$ cat src/rtl/ilv_pkg.sv
package ilv_pkg;
  typedef struct packed {
    logic load;
    logic step;
  } ilvStrobe_t;
endpackage

$ cat src/rtl/ilv_ctrl.sv
module ilv_ctrl
  import ilv_pkg::*;
#(
  parameter int AW = 12
) (
  input  logic          clk,
  input  logic          rst_n,
  input  logic          start,
  input  logic [AW-1:0] nCouples,
  output ilvStrobe_t    strobe,
  output logic [1:0]    jLow
);
  logic          running;
  logic [AW-1:0] jCnt;
  logic [AW-1:0] lastJ;

  always_comb begin
    strobe.load = start & ~running;
    strobe.step = running;
    jLow        = jCnt[1:0];
  end

  always_ff @(posedge clk or negedge rst_n) begin
    if (!rst_n) begin
      running <= 1'b0;
      jCnt    <= '0;
      lastJ   <= '0;
    end else if (strobe.load) begin
      running <= 1'b1;
      jCnt    <= '0;
      lastJ   <= nCouples - AW'(1);
    end else if (running) begin
      if (jCnt == lastJ) running <= 1'b0;
      jCnt <= jCnt + AW'(1);
    end
  end
endmodule

$ cat src/rtl/ilv_datapath.sv
module ilv_datapath
  import ilv_pkg::*;
#(
  parameter int AW    = 12,
  parameter int PMAX  = 4,
  parameter int P2MIN = 192,
  parameter int P4MIN = 480,
  localparam int LW   = $clog2(PMAX),
  localparam int PNW  = LW + 1
) (
  input  logic             clk,
  input  logic             rst_n,
  input  ilvStrobe_t       strobe,
  input  logic [1:0]       jLow,
  input  logic [AW-1:0]    nCouples,
  input  logic [AW-1:0]    stepP0,
  input  logic [AW-1:0]    offs0,
  input  logic [AW-1:0]    offs1,
  input  logic [AW-1:0]    offs2,
  input  logic [AW-1:0]    offs3,
  output logic             validOut,
  output logic [AW-1:0]    addrOut,
  output logic             swapOut,
  output logic [AW-1:0]    rowOut,
  output logic [PMAX*LW-1:0] bankIdx
);
  logic [AW-1:0] nReg, stepReg, acc;
  logic [AW-1:0] offsReg [4];
  logic [LW-1:0] pLogReg, pLogNew;

  // stage 1 registers
  logic          s1Valid, s1Swap;
  logic [AW-1:0] s1Addr;

  // configuration capture
  always_comb begin
    if (nCouples >= AW'(P4MIN))      pLogNew = LW'(2);
    else if (nCouples >= AW'(P2MIN)) pLogNew = LW'(1);
    else                             pLogNew = '0;
  end

  always_ff @(posedge clk or negedge rst_n) begin
    if (!rst_n) begin
      nReg    <= '0;
      stepReg <= '0;
      pLogReg <= '0;
      for (int k = 0; k < 4; k++) offsReg[k] <= '0;
    end else if (strobe.load) begin
      nReg       <= nCouples;
      stepReg    <= stepP0;
      pLogReg    <= pLogNew;
      offsReg[0] <= offs0;
      offsReg[1] <= offs1;
      offsReg[2] <= offs2;
      offsReg[3] <= offs3;
    end
  end

  // stage 1: running product and offset, each folded by one subtraction
  logic [AW:0]   accSum, addSum;
  logic [AW-1:0] accNext, addrNow;

  always_comb begin
    accSum  = {1'b0, acc} + {1'b0, stepReg};
    accNext = (accSum >= {1'b0, nReg}) ? AW'(accSum - {1'b0, nReg}) : accSum[AW-1:0];
    addSum  = {1'b0, acc} + {1'b0, offsReg[jLow]};
    addrNow = (addSum >= {1'b0, nReg}) ? AW'(addSum - {1'b0, nReg}) : addSum[AW-1:0];
  end

  always_ff @(posedge clk or negedge rst_n) begin
    if (!rst_n) begin
      acc     <= '0;
      s1Valid <= 1'b0;
      s1Swap  <= 1'b0;
      s1Addr  <= '0;
    end else begin
      s1Valid <= strobe.step;
      if (strobe.load) acc <= '0;
      else if (strobe.step) begin
        acc    <= accNext;
        s1Addr <= addrNow;
        s1Swap <= jLow[0];
      end
    end
  end

  // stage 2: segment split by shifted thresholds
  logic [AW-1:0]  segLen, baseSel, rowNow;
  logic [AW-1:0]  thr [PMAX];
  logic [PNW-1:0] pNum;
  logic [LW-1:0]  pMask, segSel;
  logic [LW-1:0]  laneNow [PMAX];

  assign segLen = nReg >> pLogReg;
  assign pNum   = PNW'(1) << pLogReg;
  assign pMask  = LW'(pNum - PNW'(1));
  assign thr[0] = '0;

  for (genvar g = 1; g < PMAX; g++) begin : g_thr
    assign thr[g] = thr[g-1] + segLen;
  end

  always_comb begin
    segSel  = '0;
    baseSel = '0;
    for (int k = 1; k < PMAX; k++) begin
      if (PNW'(k) < pNum && s1Addr >= thr[k]) begin
        segSel  = LW'(k);
        baseSel = thr[k];
      end
    end
    rowNow = s1Addr - baseSel;
  end

  for (genvar g = 0; g < PMAX; g++) begin : g_lane
    assign laneNow[g] = (segSel + LW'(g)) & pMask;
  end

  always_ff @(posedge clk or negedge rst_n) begin
    if (!rst_n) begin
      validOut <= 1'b0;
      addrOut  <= '0;
      swapOut  <= 1'b0;
      rowOut   <= '0;
      bankIdx  <= '0;
    end else begin
      validOut <= s1Valid;
      if (s1Valid) begin
        addrOut <= s1Addr;
        swapOut <= s1Swap;
        rowOut  <= rowNow;
        for (int k = 0; k < PMAX; k++) bankIdx[k*LW +: LW] <= laneNow[k];
      end
    end
  end
endmodule

$ cat src/rtl/ilv_addr_gen.sv
module ilv_addr_gen
  import ilv_pkg::*;
#(
  parameter int AW    = 12,
  parameter int PMAX  = 4,
  parameter int P2MIN = 192,
  parameter int P4MIN = 480,
  localparam int LW   = $clog2(PMAX)
) (
  input  logic                clk,
  input  logic                rst_n,
  input  logic                start,
  input  logic [AW-1:0]       nCouples,
  input  logic [AW-1:0]       stepP0,
  input  logic [AW-1:0]       offs0,
  input  logic [AW-1:0]       offs1,
  input  logic [AW-1:0]       offs2,
  input  logic [AW-1:0]       offs3,
  output logic                validOut,
  output logic [AW-1:0]       addrOut,
  output logic                swapOut,
  output logic [AW-1:0]       rowOut,
  output logic [PMAX*LW-1:0]  bankIdx
);
  ilvStrobe_t strobe;
  logic [1:0] jLow;

  ilv_ctrl #(.AW(AW)) u_ctrl (
    .clk(clk), .rst_n(rst_n), .start(start), .nCouples(nCouples),
    .strobe(strobe), .jLow(jLow)
  );

  ilv_datapath #(.AW(AW), .PMAX(PMAX), .P2MIN(P2MIN), .P4MIN(P4MIN)) u_dp (
    .clk(clk), .rst_n(rst_n), .strobe(strobe), .jLow(jLow),
    .nCouples(nCouples), .stepP0(stepP0),
    .offs0(offs0), .offs1(offs1), .offs2(offs2), .offs3(offs3),
    .validOut(validOut), .addrOut(addrOut), .swapOut(swapOut),
    .rowOut(rowOut), .bankIdx(bankIdx)
  );
endmodule

$ cat config.mk
export PLATFORM = sky130hd
export DESIGN_NAME = ilv_addr_gen
export DESIGN_NICKNAME = d
export VERILOG_FILES = /design/src/rtl/ilv_pkg.sv /design/src/rtl/ilv_ctrl.sv /design/src/rtl/ilv_datapath.sv /design/src/rtl/ilv_addr_gen.sv
export SDC_FILE = /design/constraint.sdc
export NUM_CORES = 1
export LEC_CHECK = 0
export BUFFER_PORTS_ARGS = -buffer_cell sky130_fd_sc_hd__clkbuf_2
export CORE_MARGIN = 2
export CORE_UTILIZATION = 55
export CTS_CLUSTER_DIAMETER = 50
export CTS_CLUSTER_SIZE = 16
export DETAILED_ROUTE_END_ITERATION = 16
export HOLD_SLACK_MARGIN = 0.02
export PLACE_DENSITY = 0.75
export SYNTH_ARGS = -nofsm -noshare
export SYNTH_HDL_FRONTEND = slang
export SYNTH_HIERARCHICAL = 1
export SYNTH_SLANG_ARGS = --single-unit
$ cat constraint.sdc
create_clock -name clk -period 17.15 [get_ports clk]
set_input_delay 2.5725 -clock clk [delete_from_list [all_inputs] [get_ports clk]]
set_output_delay 2.5725 -clock clk [all_outputs]
set_load 0.1 [all_outputs]
==> impl_metrics.json <==
{
  "outcome": "finished, final reports clean",
  "synth.mux.area_fraction": 0.134,
  "syn_nets": 1312,
  "rrSetupSlack_ps": 9860,
  "die_h_um": 146,
  "first_pass_iters": 7,
  "area_growth_pct": 12.0,
  "cts_root_buf": "clkbuf_16",
  "cts.clk_slew.worst_paths_ps": 70,
  "place_inst": 1459,
  "min_from": "u_dp/s1Swap",
  "hold_depth": 1,
  "crit_slowest_cell": "dfrtp_1",
  "num_vias": 8616,
  "mostFrequentLayoutCells": "dfrtp_1 (157), ha_1 (108), clkbuf_2 (107), nand2_1 (99), mux2_2 (86)",
  "grt_max_degree": 84,
  "maxSlewHeadroom": 0.375,
  "cts_max_level": 4,
  "via_per_inst": 5.78,
  "clock_latency_ps": 430,
  "final_layout_size_suffix_gt1_frac": 0.224,
  "period_share": 0.425,
  "initial_core_util": 0.565,
  "yosysWarningCount": 6,
  "drtIter0Drc": 446,
  "synth_area_um2": 11100,
  "hold_violations": 0,
  "synth_compound_area_frac": 0.157,
  "multi_input_area_um2": 6710,
  "core_area_um2": 19600,
  "holdPathEnd": "u_dp/s1Swap",
  "crit_family": "compound AO/OA/AOI/OAI gates",
  "boundaryPins": 109,
  "synth_xor_xnor_area_share": 0.0598,
  "io_buffers": 108,
  "crit_path_max_incr_delay_ps": 650,
  "die_w_um": 146,
  "worstMarginPinSlew_ps": 937,
  "synth-seq-area-share": 0.355,
  "critical_path_buf_inv_count": 3,
  "synth_top_family_by_area": "compound AO/OA/AOI/OAI gates",
  "cp_max_fo": 19,
  "fill_cells": 1623,
  "rows": 51,
  "final_core_util": 0.633,
  "cts_buffers": 17,
  "cts_sinks": 157,
  "crit_required_ps": 17460,
  "yosys.area_share.simple": 0.124,
  "cts_buffer_depth": 2,
  "drt-total-wl_um": 25100,
  "design_area_um2": 12400,
  "ys.flop_type": "dfrtp_1",
  "final-setup-viol-count": 0,
  "grt_first_pass_wirelength_um": 41600,
  "min_path_type": "register to register",
  "cts_setup_buffers": 0,
  "crit_arrival_ps": 7610,
  "ys_types": 78,
  "path_class": "register to register",
  "cts_resized": 0,
  "rr_startpoint": "u_dp/pLogReg[1]",
  "drv_slew": 0,
  "synth_edf_count": 0,
  "setup-tns-final_ps": 0,
  "synth_fa_ha_area_frac": 0.133,
  "fin_crit_ps": 7290,
  "placed_area_um2": 11800,
  "grt_pass1_vias": 8454,
  "fmax_mhz": 137,
  "ant_nets": 0,
  "start_kind": "register",
  "wl_per_cell_um": 16.8,
  "place.gp.congestion": 0.945,
  "die_area_um2": 21300,
  "drv_cap": 0,
  "seq_area_um2": 3930,
  "cts_tree": "done",
  "fin_nets": 1402,
  "critical_path.most_common_cell": "o21ai_0",
  "final_common_cell": "dfrtp_1",
  "antenna_found_initial": 0,
  "dp_hpwl_um": 18800,
  "antenna_cells": 0,
  "worstSetupEndpointType": "register",
  "async_flop_share": 1.00,
  "grt_usage": 0.241,
  "synth-seq-cells": 157,
  "stdcell_count": 1491,
  "drc_errors": 0,
  "worstReg2RegEnd": "u_dp/rowOut[11]",
  "worst-r2r-cell-count": 27,
  "rsz0062_at_grt": "false",
  "hold_buffers": 0,
  "skew_ps": 10.6,
  "syn_avg_cell_area_um2": 9.85,
  "overflow": 0,
  "synthCells": 1123
}
## registers in the layout (all words and copies together) (netlist names)
signal and flops:
u_dp/offsReg 48, u_dp/swapOut 1, u_dp/bankIdx 6, u_dp/s1Swap 1, u_ctrl/lastJ 12, u_dp/s1Valid 1
u_ctrl/running 1, u_ctrl/jCnt 12, u_dp/rowOut 12, u_dp/validOut 1, u_dp/nReg 12, u_dp/acc 12
u_dp/s1Addr 12, u_dp/pLogReg 2, u_dp/addrOut 12, u_dp/stepReg 12
## worst max path at each step
stage | start | end | slack [ps] | cells after the start
4_1_cts | u_dp/pLogReg[1] | u_dp/rowOut[11] | 9850 | 27
3_3_place_gp | u_dp/pLogReg[1] | u_dp/rowOut[11] | 10060 | 27
6_report | u_dp/pLogReg[1] | u_dp/rowOut[11] | 9860 | 27
5_1_grt | u_dp/pLogReg[1] | u_dp/rowOut[11] | 9260 | 27
2_1_floorplan | u_dp/pLogReg[0] | u_dp/rowOut[11] | 10840 | 27
3_5_place_dp | u_dp/pLogReg[1] | u_dp/rowOut[11] | 9890 | 27
## through the flow
stage / hold WS [ps] / worst slack, ps
finish: 499 / 9860
global route: 517 / 9260
CTS: 504 / 9850
detailed placement: 489 / 9890
global placement: 482 / 10060
floorplan: 391 / 10840
## cell families (layout without fill, tap and decap cells)
group	Yosys count	count (layout)
buffers and inverters	103	206
muxes	121	121
adders and majority gates	114	114
xor gates and xnor gates	74	74
and+or+nand+nor	287	287
DFF	157	157
AOI/OAI and AO/OA	267	267
## synth_stat cells, types with 11 or more instances
master	n	area [µm²]
mux2_2	86	968
o211ai_1	11	82.6
a21oi_1	58	290
o21a_1	13	97.6
or2_2	11	68.8
nor2_1	71	267
dfrtp_1	157	3930
nand4_1	14	87.6
mux2i_1	20	200
nor3_1	20	100
nor2b_1	11	68.8
xor2_1	31	272
a211oi_1	16	120
xnor2_1	42	368
a21o_1	17	128
mux4_2	12	270
o21ai_0	80	400
clkbuf_1	28	105
ha_1	108	1350
nand2_1	99	372
inv_1	59	221
nand3_1	22	110
## per-layer routing
metal  global-route usage  share of wire  vias to the layer above
li1                     -              -                     4240
met4               0.0995          0.031                        0
met3               0.0395          0.050                       49
met1                0.319           0.45                     4084
met5                    0              0                        -
met2                0.397           0.47                      243
## worst register-to-register path, stage by stage, from the launching register on
cell and delay [ps]:
dfrtp_1 650, inv_1 260, or2_2 340, o21ai_0 200
inv_1 200, ha_1 330, a21o_1 180, a21oi_1 220
nor2b_1 80, o21a_1 180, o41ai_1 390, o21ai_0 200
xnor2_1 220, ha_1 280, a211o_1 270, o221ai_2 620
inv_1 310, a221o_1 330, o21ai_0 80, ha_1 240
o21ai_0 110, a21oi_1 220, o211ai_1 150, a21oi_1 210
nor2_1 80, a211o_1 270, xnor3_1 320, mux2_2 260
## layout make-up
cell class,instances,share of cell area
multi-input cells,863,0.542
flip-flops and latches,157,0.317
repair buffers,115,0.0483
clock buffers,17,0.0343
well taps,265,0.0267
inverters,59,0.0180
clock inverters,15,0.0140
Power is not shown: default switching activity piles up to over one toggle a cycle in this logic, so the estimate is an artifact.
